**src/rtl/acr_pkg.sv**
```systemverilog
package acr_pkg;

    localparam int FRAC_W   = 16;
    localparam int REF_HZ   = 24000000;
    localparam int REF_W    = 25;
    localparam int ERR_W    = 24;
    localparam int INIT_ERR_INT = 100;

    localparam int DIV_LO   = 1500;   // divisor giving the smallest N
    localparam int DIV_HI   = 300;    // divisor giving the largest N
    localparam int DIV_MID  = 1000;   // divisor giving the ideal N

    typedef enum logic [1:0] {
        ST_IDLE  = 2'd0,
        ST_ISSUE = 2'd1,
        ST_WAIT  = 2'd2,
        ST_SWEEP = 2'd3
    } acr_state_e;

    typedef enum logic [2:0] {
        OP_NMIN   = 3'd0,
        OP_NMAX   = 3'd1,
        OP_NIDEAL = 3'd2,
        OP_CTS0   = 3'd3,
        OP_AUX0   = 3'd4,
        OP_CTSINC = 3'd5,
        OP_AUXINC = 3'd6
    } acr_op_e;

endpackage

```
**src/rtl/acr_div.sv**
```systemverilog
module acr_div #(
    parameter int W = 66
) (
    input  logic         clk,
    input  logic         rst_n,
    input  logic         go,
    input  logic [W-1:0] dividend,
    input  logic [W-1:0] divisor,
    output logic         busy,
    output logic         done,
    output logic [W-1:0] quo,
    output logic [W-1:0] rem
);
    localparam int CW = $clog2(W + 1);

    typedef struct packed {
        logic [W-1:0]  rem;
        logic [W-1:0]  quo;
        logic [W-1:0]  dvs;
        logic [CW-1:0] cnt;
        logic          run;
        logic          done;
    } div_st_t;

    div_st_t st_d, st_q;

    always_comb begin
        logic [W:0] trial;
        logic       qbit;
        st_d      = st_q;
        st_d.done = 1'b0;
        trial     = '0;
        qbit      = 1'b0;
        if (go && !st_q.run) begin
            st_d.rem = '0;
            st_d.quo = dividend;
            st_d.dvs = divisor;
            st_d.cnt = CW'(W);
            st_d.run = 1'b1;
        end else if (st_q.run) begin
            trial = {st_q.rem, st_q.quo[W-1]};
            if (trial >= {1'b0, st_q.dvs}) begin
                st_d.rem = W'(trial - {1'b0, st_q.dvs});
                qbit     = 1'b1;
            end else begin
                st_d.rem = trial[W-1:0];
            end
            st_d.quo = {st_q.quo[W-2:0], qbit};
            st_d.cnt = st_q.cnt - 1'b1;
            if (st_q.cnt == CW'(1)) begin
                st_d.run  = 1'b0;
                st_d.done = 1'b1;
            end
        end
    end

    always_ff @(posedge clk or negedge rst_n) begin
        if (!rst_n) st_q <= '0;
        else        st_q <= st_d;
    end

    assign busy = st_q.run;
    assign done = st_q.done;
    assign quo  = st_q.quo;
    assign rem  = st_q.rem;


    div_rem_lt_chk: assert property (@(posedge clk) disable iff (!rst_n)
        (done && st_q.dvs != '0) |-> (rem < st_q.dvs));


    div_one_done_chk: assert property (@(posedge clk) disable iff (!rst_n)
        done |=> !done);

endmodule

```
**src/rtl/acr_acc.sv**
```systemverilog
module acr_acc #(
    parameter int QW = 66,
    parameter int RW = 27
) (
    input  logic          clk,
    input  logic          rst_n,
    input  logic          load,
    input  logic [QW-1:0] q_init,
    input  logic [RW-1:0] r_init,
    input  logic          step,
    input  logic [QW-1:0] q_inc,
    input  logic [RW-1:0] r_inc,
    input  logic [RW-1:0] modulus,
    output logic [QW-1:0] q_val,
    output logic [RW-1:0] r_val
);
    typedef struct packed {
        logic [QW-1:0] q;
        logic [RW-1:0] r;
    } acc_st_t;

    acc_st_t st_d, st_q;

    always_comb begin
        logic [RW:0] sum;
        logic        wrap;
        st_d = st_q;
        sum  = {1'b0, st_q.r} + {1'b0, r_inc};
        wrap = (sum >= {1'b0, modulus});
        if (load) begin
            st_d.q = q_init;
            st_d.r = r_init;
        end else if (step) begin
            st_d.r = wrap ? RW'(sum - {1'b0, modulus}) : sum[RW-1:0];
            st_d.q = st_q.q + q_inc + QW'(wrap);
        end
    end

    always_ff @(posedge clk or negedge rst_n) begin
        if (!rst_n) st_q <= '0;
        else        st_q <= st_d;
    end

    assign q_val = st_q.q;
    assign r_val = st_q.r;


    acc_rem_range_chk: assert property (@(posedge clk) disable iff (!rst_n)
        (step && !load && st_q.r < modulus && r_inc < modulus) |=> (st_q.r < modulus));


    acc_q_mono_chk: assert property (@(posedge clk) disable iff (!rst_n)
        (step && !load) |=> (st_q.q >= $past(st_q.q)));

endmodule

```
**src/rtl/acr_eval.sv**
```systemverilog
module acr_eval
    import acr_pkg::*;
#(
    parameter int DW     = 66,
    parameter int N_W    = 20,
    parameter int CTS_W  = 30
) (
    input  logic [DW-1:0]    cts_fx,
    input  logic [DW-1:0]    aux_fx,
    input  logic [N_W-1:0]   n,
    input  logic [N_W-1:0]   n_ideal,
    input  logic [N_W-1:0]   best_n,
    input  logic [ERR_W-1:0] best_err,
    output logic             accept,
    output logic             perfect,
    output logic [ERR_W-1:0] err,
    output logic [CTS_W-1:0] cts_int,
    output logic [REF_W-1:0] aux_int
);
    localparam int CTS_TOP = FRAC_W + CTS_W;
    localparam int AUX_TOP = FRAC_W + REF_W;

    logic [FRAC_W-1:0] frac;
    logic              round_up;
    logic              cts_fits;
    logic              aux_fits;
    logic              eligible;
    logic [N_W-1:0]    dist_new;
    logic [N_W-1:0]    dist_best;

    always_comb begin
        frac     = cts_fx[FRAC_W-1:0];
        round_up = frac[FRAC_W-1];
        err      = round_up ? ERR_W'((FRAC_W+1)'(1) << FRAC_W) - ERR_W'(frac)
                            : ERR_W'(frac);
        cts_fits = (cts_fx[DW-1:CTS_TOP] == '0);
        aux_fits = (aux_fx[DW-1:AUX_TOP] == '0);
        cts_int  = cts_fx[CTS_TOP-1:FRAC_W] + CTS_W'(round_up);
        aux_int  = aux_fx[AUX_TOP-1:FRAC_W];
        eligible = (aux_fx[FRAC_W-1:0] == '0) && cts_fits && aux_fits;

        dist_new  = (n >= n_ideal) ? (n - n_ideal) : (n_ideal - n);
        dist_best = (best_n >= n_ideal) ? (best_n - n_ideal) : (n_ideal - best_n);

        accept  = eligible &&
                  ((err < best_err) || ((err == best_err) && (dist_new < dist_best)));
        perfect = accept && (err == '0) && (n == n_ideal);
    end

endmodule

```
**src/rtl/acr_nsearch.sv**
```systemverilog
module acr_nsearch
    import acr_pkg::*;
#(
    parameter int FS_W   = 20,
    parameter int PCLK_W = 30
) (
    input  logic              clk,
    input  logic              rst_n,
    input  logic              start,
    input  logic [FS_W-1:0]   fs_hz,
    input  logic [PCLK_W-1:0] pclk_hz,
    output logic              busy,
    output logic              done,
    output logic              no_solution,
    output logic [FS_W-1:0]   best_n,
    output logic [PCLK_W-1:0] best_cts,
    output logic [REF_W-1:0]  best_aux
);
    localparam int N_W   = FS_W;
    localparam int D_W   = FS_W + 7;
    localparam int CTS_W = PCLK_W;
    localparam int DW    = PCLK_W + FRAC_W + N_W;
    localparam logic [DW-1:0]    AUX_NUM  = DW'(REF_HZ) << FRAC_W;
    localparam logic [ERR_W-1:0] ERR_INIT = ERR_W'(INIT_ERR_INT) << FRAC_W;

    typedef struct packed {
        acr_state_e        state;
        acr_op_e           op;
        logic [PCLK_W-1:0] pclk;
        logic [D_W-1:0]    dval;
        logic [N_W-1:0]    nmin;
        logic [N_W-1:0]    nmax;
        logic [N_W-1:0]    nideal;
        logic [N_W-1:0]    n;
        logic [DW-1:0]     cts_qi;
        logic [D_W-1:0]    cts_ri;
        logic [DW-1:0]     aux_qi;
        logic [D_W-1:0]    aux_ri;
        logic [N_W-1:0]    best_n;
        logic [CTS_W-1:0]  best_cts;
        logic [REF_W-1:0]  best_aux;
        logic [ERR_W-1:0]  best_err;
        logic              found;
        logic              done;
        logic              nosol;
    } top_st_t;

    top_st_t st_d, st_q;

    logic           div_go, div_busy, div_done;
    logic [DW-1:0]  div_a, div_b, div_quo, div_rem;
    logic           cts_load, aux_load, acc_step;
    logic [DW-1:0]  cts_fx, aux_fx;
    logic [D_W-1:0] cts_r, aux_r;
    logic           ev_accept, ev_perfect;
    logic [ERR_W-1:0] ev_err;
    logic [CTS_W-1:0] ev_cts;
    logic [REF_W-1:0] ev_aux;
    logic             last_cand;

    acr_div #(.W(DW)) u_div (
        .clk      (clk),
        .rst_n    (rst_n),
        .go       (div_go),
        .dividend (div_a),
        .divisor  (div_b),
        .busy     (div_busy),
        .done     (div_done),
        .quo      (div_quo),
        .rem      (div_rem)
    );

    acr_acc #(.QW(DW), .RW(D_W)) u_acc_cts (
        .clk     (clk),
        .rst_n   (rst_n),
        .load    (cts_load),
        .q_init  (div_quo),
        .r_init  (div_rem[D_W-1:0]),
        .step    (acc_step),
        .q_inc   (st_q.cts_qi),
        .r_inc   (st_q.cts_ri),
        .modulus (st_q.dval),
        .q_val   (cts_fx),
        .r_val   (cts_r)
    );

    acr_acc #(.QW(DW), .RW(D_W)) u_acc_aux (
        .clk     (clk),
        .rst_n   (rst_n),
        .load    (aux_load),
        .q_init  (div_quo),
        .r_init  (div_rem[D_W-1:0]),
        .step    (acc_step),
        .q_inc   (st_q.aux_qi),
        .r_inc   (st_q.aux_ri),
        .modulus (st_q.dval),
        .q_val   (aux_fx),
        .r_val   (aux_r)
    );

    acr_eval #(.DW(DW), .N_W(N_W), .CTS_W(CTS_W)) u_eval (
        .cts_fx   (cts_fx),
        .aux_fx   (aux_fx),
        .n        (st_q.n),
        .n_ideal  (st_q.nideal),
        .best_n   (st_q.best_n),
        .best_err (st_q.best_err),
        .accept   (ev_accept),
        .perfect  (ev_perfect),
        .err      (ev_err),
        .cts_int  (ev_cts),
        .aux_int  (ev_aux)
    );

    // Operand selection for the shared divider.
    always_comb begin
        logic [DW-1:0] pclk_fx;
        pclk_fx = DW'(st_q.pclk) << FRAC_W;
        div_a   = DW'(st_q.dval);
        div_b   = DW'(st_q.dval);
        case (st_q.op)
            OP_NMIN:   div_b = DW'(DIV_LO);
            OP_NMAX:   div_b = DW'(DIV_HI);
            OP_NIDEAL: div_b = DW'(DIV_MID);
            OP_CTS0:   div_a = pclk_fx * DW'(st_q.nmin);
            OP_AUX0:   div_a = AUX_NUM * DW'(st_q.nmin);
            OP_CTSINC: div_a = pclk_fx;
            OP_AUXINC: div_a = AUX_NUM;
            default:   div_a = '0;
        endcase
    end

    assign last_cand = ev_perfect || (st_q.n == st_q.nmax);

    always_comb begin
        st_d     = st_q;
        div_go   = 1'b0;
        cts_load = 1'b0;
        aux_load = 1'b0;
        acc_step = 1'b0;
        case (st_q.state)
            ST_IDLE: begin
                if (start) begin
                    st_d.best_n   = '0;
                    st_d.best_cts = '0;
                    st_d.best_aux = '0;
                    st_d.best_err = ERR_INIT;
                    st_d.found    = 1'b0;
                    st_d.pclk     = pclk_hz;
                    st_d.dval     = D_W'(fs_hz) << 7;
                    if (fs_hz == '0) begin
                        st_d.done  = 1'b1;
                        st_d.nosol = 1'b1;
                    end else begin
                        st_d.done  = 1'b0;
                        st_d.nosol = 1'b0;
                        st_d.op    = OP_NMIN;
                        st_d.state = ST_ISSUE;
                    end
                end
            end
            ST_ISSUE: begin
                div_go     = 1'b1;
                st_d.state = ST_WAIT;
            end
            ST_WAIT: begin
                if (div_done) begin
                    st_d.state = ST_ISSUE;
                    st_d.op    = acr_op_e'(st_q.op + 3'd1);
                    case (st_q.op)
                        OP_NMIN:   st_d.nmin   = div_quo[N_W-1:0];
                        OP_NMAX:   st_d.nmax   = div_quo[N_W-1:0];
                        OP_NIDEAL: st_d.nideal = div_quo[N_W-1:0];
                        OP_CTS0:   cts_load    = 1'b1;
                        OP_AUX0:   aux_load    = 1'b1;
                        OP_CTSINC: begin
                            st_d.cts_qi = div_quo;
                            st_d.cts_ri = div_rem[D_W-1:0];
                        end
                        default: begin
                            st_d.aux_qi = div_quo;
                            st_d.aux_ri = div_rem[D_W-1:0];
                            st_d.n      = st_q.nmin;
                            st_d.state  = ST_SWEEP;
                        end
                    endcase
                end
            end
            default: begin
                if (ev_accept) begin
                    st_d.best_n   = st_q.n;
                    st_d.best_cts = ev_cts;
                    st_d.best_aux = ev_aux;
                    st_d.best_err = ev_err;
                    st_d.found    = 1'b1;
                end
                if (last_cand) begin
                    st_d.state = ST_IDLE;
                    st_d.done  = 1'b1;
                    st_d.nosol = !(st_q.found || ev_accept);
                end else begin
                    st_d.n   = st_q.n + 1'b1;
                    acc_step = 1'b1;
                end
            end
        endcase
    end

    always_ff @(posedge clk or negedge rst_n) begin
        if (!rst_n) st_q <= '0;
        else        st_q <= st_d;
    end

    assign busy        = (st_q.state != ST_IDLE);
    assign done        = st_q.done;
    assign no_solution = st_q.nosol;
    assign best_n      = st_q.best_n;
    assign best_cts    = st_q.best_cts;
    assign best_aux    = st_q.best_aux;


    busy_done_excl_chk: assert property (@(posedge clk) disable iff (!rst_n)
        !(busy && done));


    start_ignored_chk: assert property (@(posedge clk) disable iff (!rst_n)
        (busy && start && !(st_q.state == ST_SWEEP && last_cand)) |=> busy);


    nosol_zero_chk: assert property (@(posedge clk) disable iff (!rst_n)
        no_solution |-> (best_n == '0 && best_cts == '0 && best_aux == '0));


    n_in_range_chk: assert property (@(posedge clk) disable iff (!rst_n)
        (done && !no_solution && st_q.dval != '0) |->
        (best_n >= st_q.nmin && best_n <= st_q.nmax));


    best_err_mono_chk: assert property (@(posedge clk) disable iff (!rst_n)
        (st_q.state == ST_SWEEP) |=> (st_q.best_err <= $past(st_q.best_err)));


    early_stop_chk: assert property (@(posedge clk) disable iff (!rst_n)
        (st_q.state == ST_SWEEP && ev_perfect) |=> (done && !busy));


    div_idle_chk: assert property (@(posedge clk) disable iff (!rst_n)
        div_go |-> !div_busy);


    rem_fit_chk: assert property (@(posedge clk) disable iff (!rst_n)
        div_done |-> ((div_rem >> D_W) == '0));


    acc_rem_bound_chk: assert property (@(posedge clk) disable iff (!rst_n)
        (st_q.state == ST_SWEEP) |-> (cts_r < st_q.dval && aux_r < st_q.dval));

endmodule

```
**config.mk**
```make
export PLATFORM = sky130hd
export DESIGN_NAME = acr_nsearch
export DESIGN_NICKNAME = d
export VERILOG_FILES = /design/src/rtl/acr_pkg.sv /design/src/rtl/acr_div.sv /design/src/rtl/acr_acc.sv /design/src/rtl/acr_eval.sv /design/src/rtl/acr_nsearch.sv
export SDC_FILE = /design/constraint.sdc
export NUM_CORES = 2
export LEC_CHECK = 0
export ABC_AREA = 1
export ABC_CLOCK_PERIOD_IN_PS = 8200
export BUFFER_PORTS_ARGS = -buffer_cell sky130_fd_sc_hd__buf_2
export CAP_MARGIN = 0
export CELL_PAD_IN_SITES_DETAIL_PLACEMENT = 0
export CELL_PAD_IN_SITES_GLOBAL_PLACEMENT = 1
export CORE_ASPECT_RATIO = 1.25
export CORE_UTILIZATION = 45
export DETAILED_ROUTE_END_ITERATION = 10
export GPL_TIMING_DRIVEN = 0
export PLACE_DENSITY_LB_ADDON = 0.12
export SLEW_MARGIN = 20
export SYNTH_ARGS = -nofsm -noshare
export SYNTH_HDL_FRONTEND = slang
export SYNTH_HIERARCHICAL = 1
export SYNTH_SLANG_ARGS = --single-unit
export TNS_END_PERCENT = 10
```
**constraint.sdc**
```tcl
create_clock -name clk -period 8.2 [get_ports clk]
set_input_delay 1.64 -clock clk [delete_from_list [all_inputs] [get_ports clk]]
set_output_delay 1.64 -clock clk [all_outputs]
set_load 0.05 [all_outputs]
```
---- After elaboration in Yosys (flattened, before gate mapping) ----
Index checks and enable logic that the tools add are counted.
W data, S select, Z words.
word-level totals
  output and inout port bits .............. 78
  register bits after elaboration ......... 816
  input bits .............................. 53
  logic and storage cells ................. 165
operators by class
  reductions and logical operators ........ 43
  bitwise operators ....................... 3
  multiply operators ...................... 2
  add/subtract/negate cells ............... 18
  magnitude comparators ................... 7
  mux-type cells .......................... 46
  eq/ne operators ......................... 17
operators with widths
  kind               number
  $mux W93           6
  $pmux W66 S5       1
  $mux W132          2
  $mux W206          1
  $pmux W102 S2      1
  $add A66 B1 Y66    2
  $add A66 B66 Y66   2
  $mux W102          1
  $mux W100          1
  $pmux W27 S3       1
  $mux W20           4
  $sub A20 B20 Y20   4
  $ge A67 B66 Y1     1
  $mux W66           1
  $sub A66 B66 Y66   1
  $mux W62           1
  $add A27 B27 Y28   2
  $ge A28 B27 Y1     2
  $mux W27           2
  $sub A27 B27 Y27   2
  $mul A30 B20 Y50   1
  $eq A20 B20 Y1     2
  $ge A20 B20 Y1     2
  $logic_not A20 Y1  2
  other kinds (43)   91

---- Longest topological paths before layout ----
  depth after elaboration ................. 13
  depth in mapped cells ................... 40
  mapped depth without buffers ............ 40

---- Modules after synthesis ----
The synthesis kept the hierarchy.
modules (own cells, without submodules)
  module               cells each  times used  sequential area each (um^2)  area an instance (um^2)
  acr_nsearch          5,847       1           10,585.2                     46,698.5
  acr_div              2,536       1           5,180.0                      16,176.8
  acr_acc (u_acc_aux)  1,978       1           2,327.2                      12,310.6
  acr_acc (u_acc_cts)  1,963       1           2,327.2                      12,255.5
  acr_eval             1,376       1           0.0                          7,459.7

---- Worst setup path after synthesis ----
No wires, ideal clock.
  path kind ............................... register to register
  start ................................... reg st_q[353] in the netlist's numbering
  end ..................................... reg u_div.st_q, in the netlist u_div/quo[64]
  path slack .............................. 2.182 ns
  arrival time ............................ 5.884 ns
  setup time .............................. 0.135 ns
  stages on the path, launching flop included .. 29
  period minus slack after synthesis ...... 6.018 ns
  buffers on the path ..................... 1
  required time ........................... 8.065 ns
  cell sequence ........................... dfrtp_1 > clkbuf_1 > nand2_1 > fa_1 > inv_1 > fa_1 > inv_1 > fa_1 > inv_1 > fa_1 > fa_1 > fa_1 > inv_1 > fa_1 > inv_1 > ha_1 > nand2_1 > nor2_1 > inv_1 > nor2_1 > nand2_1 > nor3_1 > nand2_1 > nand3_1 > nand2_1 > nand2_1 > nor2_1 > nand2_1 > o211ai_1
on the way
  longest elaborated chain between the ends .. 3
RTL lines
  what                    RTL line            RTL
  start, declared         acr_nsearch.sv:48   top_st_t st_d, st_q;
  start signal, assigned  acr_nsearch.sv:211  else st_q <= st_d;
  $mul A30 B20 Y50        acr_nsearch.sv:125  OP_CTS0: div_a = pclk_fx * DW'(st_q.nmin);
  $pmux W66 S5            acr_nsearch.sv:121  case (st_q.op)
  via div_a[64]           acr_nsearch.sv:51   logic [DW-1:0] div_a, div_b, div_quo, div_rem;
  $mux W132               acr_div.sv:34       if (go && !st_q.run) begin
  end signal, assigned    acr_div.sv:59       else st_q <= st_d;
  end, declared           acr_div.sv:25       div_st_t st_d, st_q;
The timed path passes the listed nets, and every way through them passes these cells.
A chain may end at the register's enable or synchronous reset.

---- Final worst setup path ----
  start ................................... reg st_q[367] in the netlist's numbering
  end ..................................... reg u_div.st_q, in the netlist u_div/quo[55]
on the way
  longest elaborated chain between the ends .. 3
  elaborated cells between the ends (all ways) .. 4
  those cells by class .................... mul (2); mux (2)
RTL lines
  what                                                         RTL line
  $mul A30 B20 Y50 / $mul A16 B20 Y36 (equally long branches)  acr_nsearch.sv:125, acr_nsearch.sv:126
  $pmux W66 S5 *                                               acr_nsearch.sv:121
  via div_a[55]                                                acr_nsearch.sv:51
  $mux W132 *                                                  acr_div.sv:34
The timed path passes the listed nets; every way through them passes the cells marked *.

==> metrics.log <==
INFO  metric outcome = completed
INFO  metric transition_time_at_the_pin_with_the_least_slew_margin = 1.259 ns
INFO  metric timing.max_slew.rel_slack = 16.09%
INFO  metric path_clk_slew = around 0.070 ns
INFO  metric final_hold_vio_count = 0
INFO  metric cts-root-buf = sky130_fd_sc_hd__clkbuf_16
INFO  metric globalRouteTotalUtil = between 30% and 40%
INFO  metric design_area = 0.1026 mm²
INFO  metric final_cell_count_no_fill = 16790
INFO  metric clock_sink_count = 816
INFO  metric clk-insertion-delay-late = 0.79 ns
INFO  metric critPathSlowestCell = sky130_fd_sc_hd__clkbuf_1
INFO  metric gpl.final_weighted_congestion = 1.067
INFO  metric synthesis.area_per_instance = 6.925 µm²
INFO  metric clockBufferDepth = 3
INFO  metric mostFrequentLayoutCells = 4103 x sky130_fd_sc_hd__nand2_1, 2554 x sky130_fd_sc_hd__inv_1, 957 x sky130_fd_sc_hd__nor2_1
INFO  metric synth.yosys.warnings = 6
INFO  metric first_global_vias = 92810
INFO  metric required_time_of_the_worst_setup_path = 8.86 ns
INFO  metric startpoint_type = flip-flop
INFO  metric critical_path.max_stage_delay = between 0.7 and 0.8 ns
INFO  metric drc = 0
INFO  metric timing.critical_path.arrival = around 8.6 ns
INFO  metric finish.net_count = between 15000 and 20000
INFO  metric boundaryPins = 131
INFO  metric dp_hpwl = around 340000 µm
INFO  metric final_layout_size_suffix_gt1_share = 6.017%
INFO  metric crit_top_cell = sky130_fd_sc_hd__nand2_1
INFO  metric die_area = roughly 0.21 mm²
INFO  metric post-layout-total-power = 0.02732 W
INFO  metric route.detailed.wl_per_inst = 24.10 µm
INFO  metric final_max_slew_viol_count = 0
INFO  metric ir_worst_vdd = 0.2083 mV
INFO  metric cellLeakagePower = between 50 and 60 nW
INFO  metric placed_cells_incl_taps = 16610
INFO  metric fp-row-count = roughly 190
INFO  metric portBuffers = 130
INFO  metric pre_cts_ws = about 0.24 ns
INFO  metric finalSetupViolCount = 0
INFO  metric setup_ws_post_layout = 0.2248 ns
INFO  metric first_iter_violations = 7041
INFO  metric cts_tree = done
INFO  metric numCtsBuffers = 95
INFO  metric power_per_cell_area = approximately 270 mW/mm²
INFO  metric ant_nets = 0
INFO  metric synthCells = 13660
INFO  metric routed-via-count = between 90000 and 100k
INFO  metric pin_count_of_the_biggest_net_entering_global_routing = 132
INFO  metric area.growth.synth_to_final = 8.403%
INFO  metric global_route_wire_length_before_repair = 593000 µm
INFO  metric antenna_violations_before_repair = 13
INFO  metric final_min_period = roughly 8 ns
INFO  metric starting_utilization_of_the_core_area = a little under half
INFO  metric cp_max_fo = 10
INFO  metric first_pass_iters = 7
INFO  metric syn_area = ~0.095 mm²
INFO  metric rsz0062_at_grt = yes
INFO  metric grt-ovfl-total = 0
INFO  metric achievable_frequency = 125.4 MHz
INFO  metric worst_hold_slack = 0.4816 ns
INFO  metric detail_route.wirelength = 404500 µm
INFO  metric fin_worst_skew = approximately 0.061 ns
INFO  metric cts_max_level = 3
INFO  metric number_of_vias_per_cell = 5.458
INFO  metric post-route-period-util = 97.26%
INFO  metric critical_path_class = reg2reg
INFO  metric die_x = around 410 µm
INFO  metric fp.coreArea = 0.2082 mm²
INFO  metric fp.dieH = 514.6 µm
INFO  metric cap_violations = 0
INFO  metric placedInstanceArea = 0.09918 mm²
INFO  metric hold_path.class = reg2reg
INFO  metric critPathCaptureType = flip-flop
INFO  metric layout.cells.most_common = sky130_fd_sc_hd__nand2_1
INFO  metric postCtsSetupRepairBufs = 0
[routing by layer]
layer / up-vias / track usage, % / part of all wire [%]
met5: - / 0 / 0.016
met2: 3437 / 64.88 / 48
li1: 42870 / - / -
met3: 1065 / 4.977 / 6.2
met1: 44240 / 43.67 / 38
met4: 10 / 26.63 / 8.3
[state kept, by name (all words and copies together), names as in the netlist]
| name | flops |
|---|---|
| best_aux | 25 |
| best_cts | 30 |
| best_n | 20 |
| done | 1 |
| no_solution | 1 |
| st_q | 346 |
| u_acc_aux/q_val | 66 |
| u_acc_aux/r_val | 27 |
| u_acc_cts/q_val | 66 |
| u_acc_cts/r_val | 27 |
| u_div/busy | 1 |
| u_div/done | 1 |
| u_div/quo | 66 |
| u_div/rem | 66 |
| u_div/st_q | 73 |
[metrics by stage]
step / TNS [ns] / utilization, %
after floorplan: 0 / -
after global placement: - / 47.52
after detailed placement: 0 / 47.63
after CTS: 0 / 49.24
after global routing: -0.01935 / 49.25
final: 0 / 49.25
[path summary, 6_finish.rpt]
kind                       depth (start not counted)                        end                       from  slack [ns]
min in group asynchronous                          1      st_q[309]$_DFFE_PN0P_                      rst_n        0.81
max in group asynchronous                          4      st_q[413]$_DFFE_PN0P_                      rst_n        5.22
max reg2reg                                       27  u_div/quo[55]$_DFFE_PN0P_      st_q[367]$_DFFE_PN0P_        0.22
max                                               27  u_div/quo[55]$_DFFE_PN0P_      st_q[367]$_DFFE_PN0P_        0.22
min reg2reg                                        2  u_div/rem[65]$_DFFE_PN0P_  u_div/rem[65]$_DFFE_PN0P_        0.48
min                                                2  u_div/rem[65]$_DFFE_PN0P_  u_div/rem[65]$_DFFE_PN0P_        0.48
[final cells by class]
cell class                      instances  area (µm²)
Inverter                             2582        9694
Antenna cell                            4       10.01
Sequential cell                       816       20420
Clock inverter                         51       735.7
Clock buffer                          123        2623
Tap cell                             2740        3428
Buffer                                578        3231
Timing Repair Buffer                  139       853.3
Fill cell                           21660      105700
Multi-Input combinational cell       9754       61560
[what timing repair did]
item                       4_1_cts  5_1_grt
resized for setup                0       10
setup endpoints to repair        0       19
hold buffers                     0        0
[worst max-delay path, delay by kind of cell, from the launching register on]
kind / cells / cell delay (ns)
adder cells (fa/ha/maj): 8 / 3.86
buffers and inverters: 5 / 1.71
flip-flops: 1 / 0.41
AND/OR/NAND/NOR: 14 / 1.89
[where the power goes]
| part | leakage, nW | switching [W] | internal (W) |
|---|---|---|---|
| Combinational | 44.1 | 0.0118 | 0.00511 |
| Clock | 1.63 | 0.00201 | 0.00267 |
| Sequential | 11.0 | 0.000943 | 0.00481 |
Power figures use the tool's default switching activity.
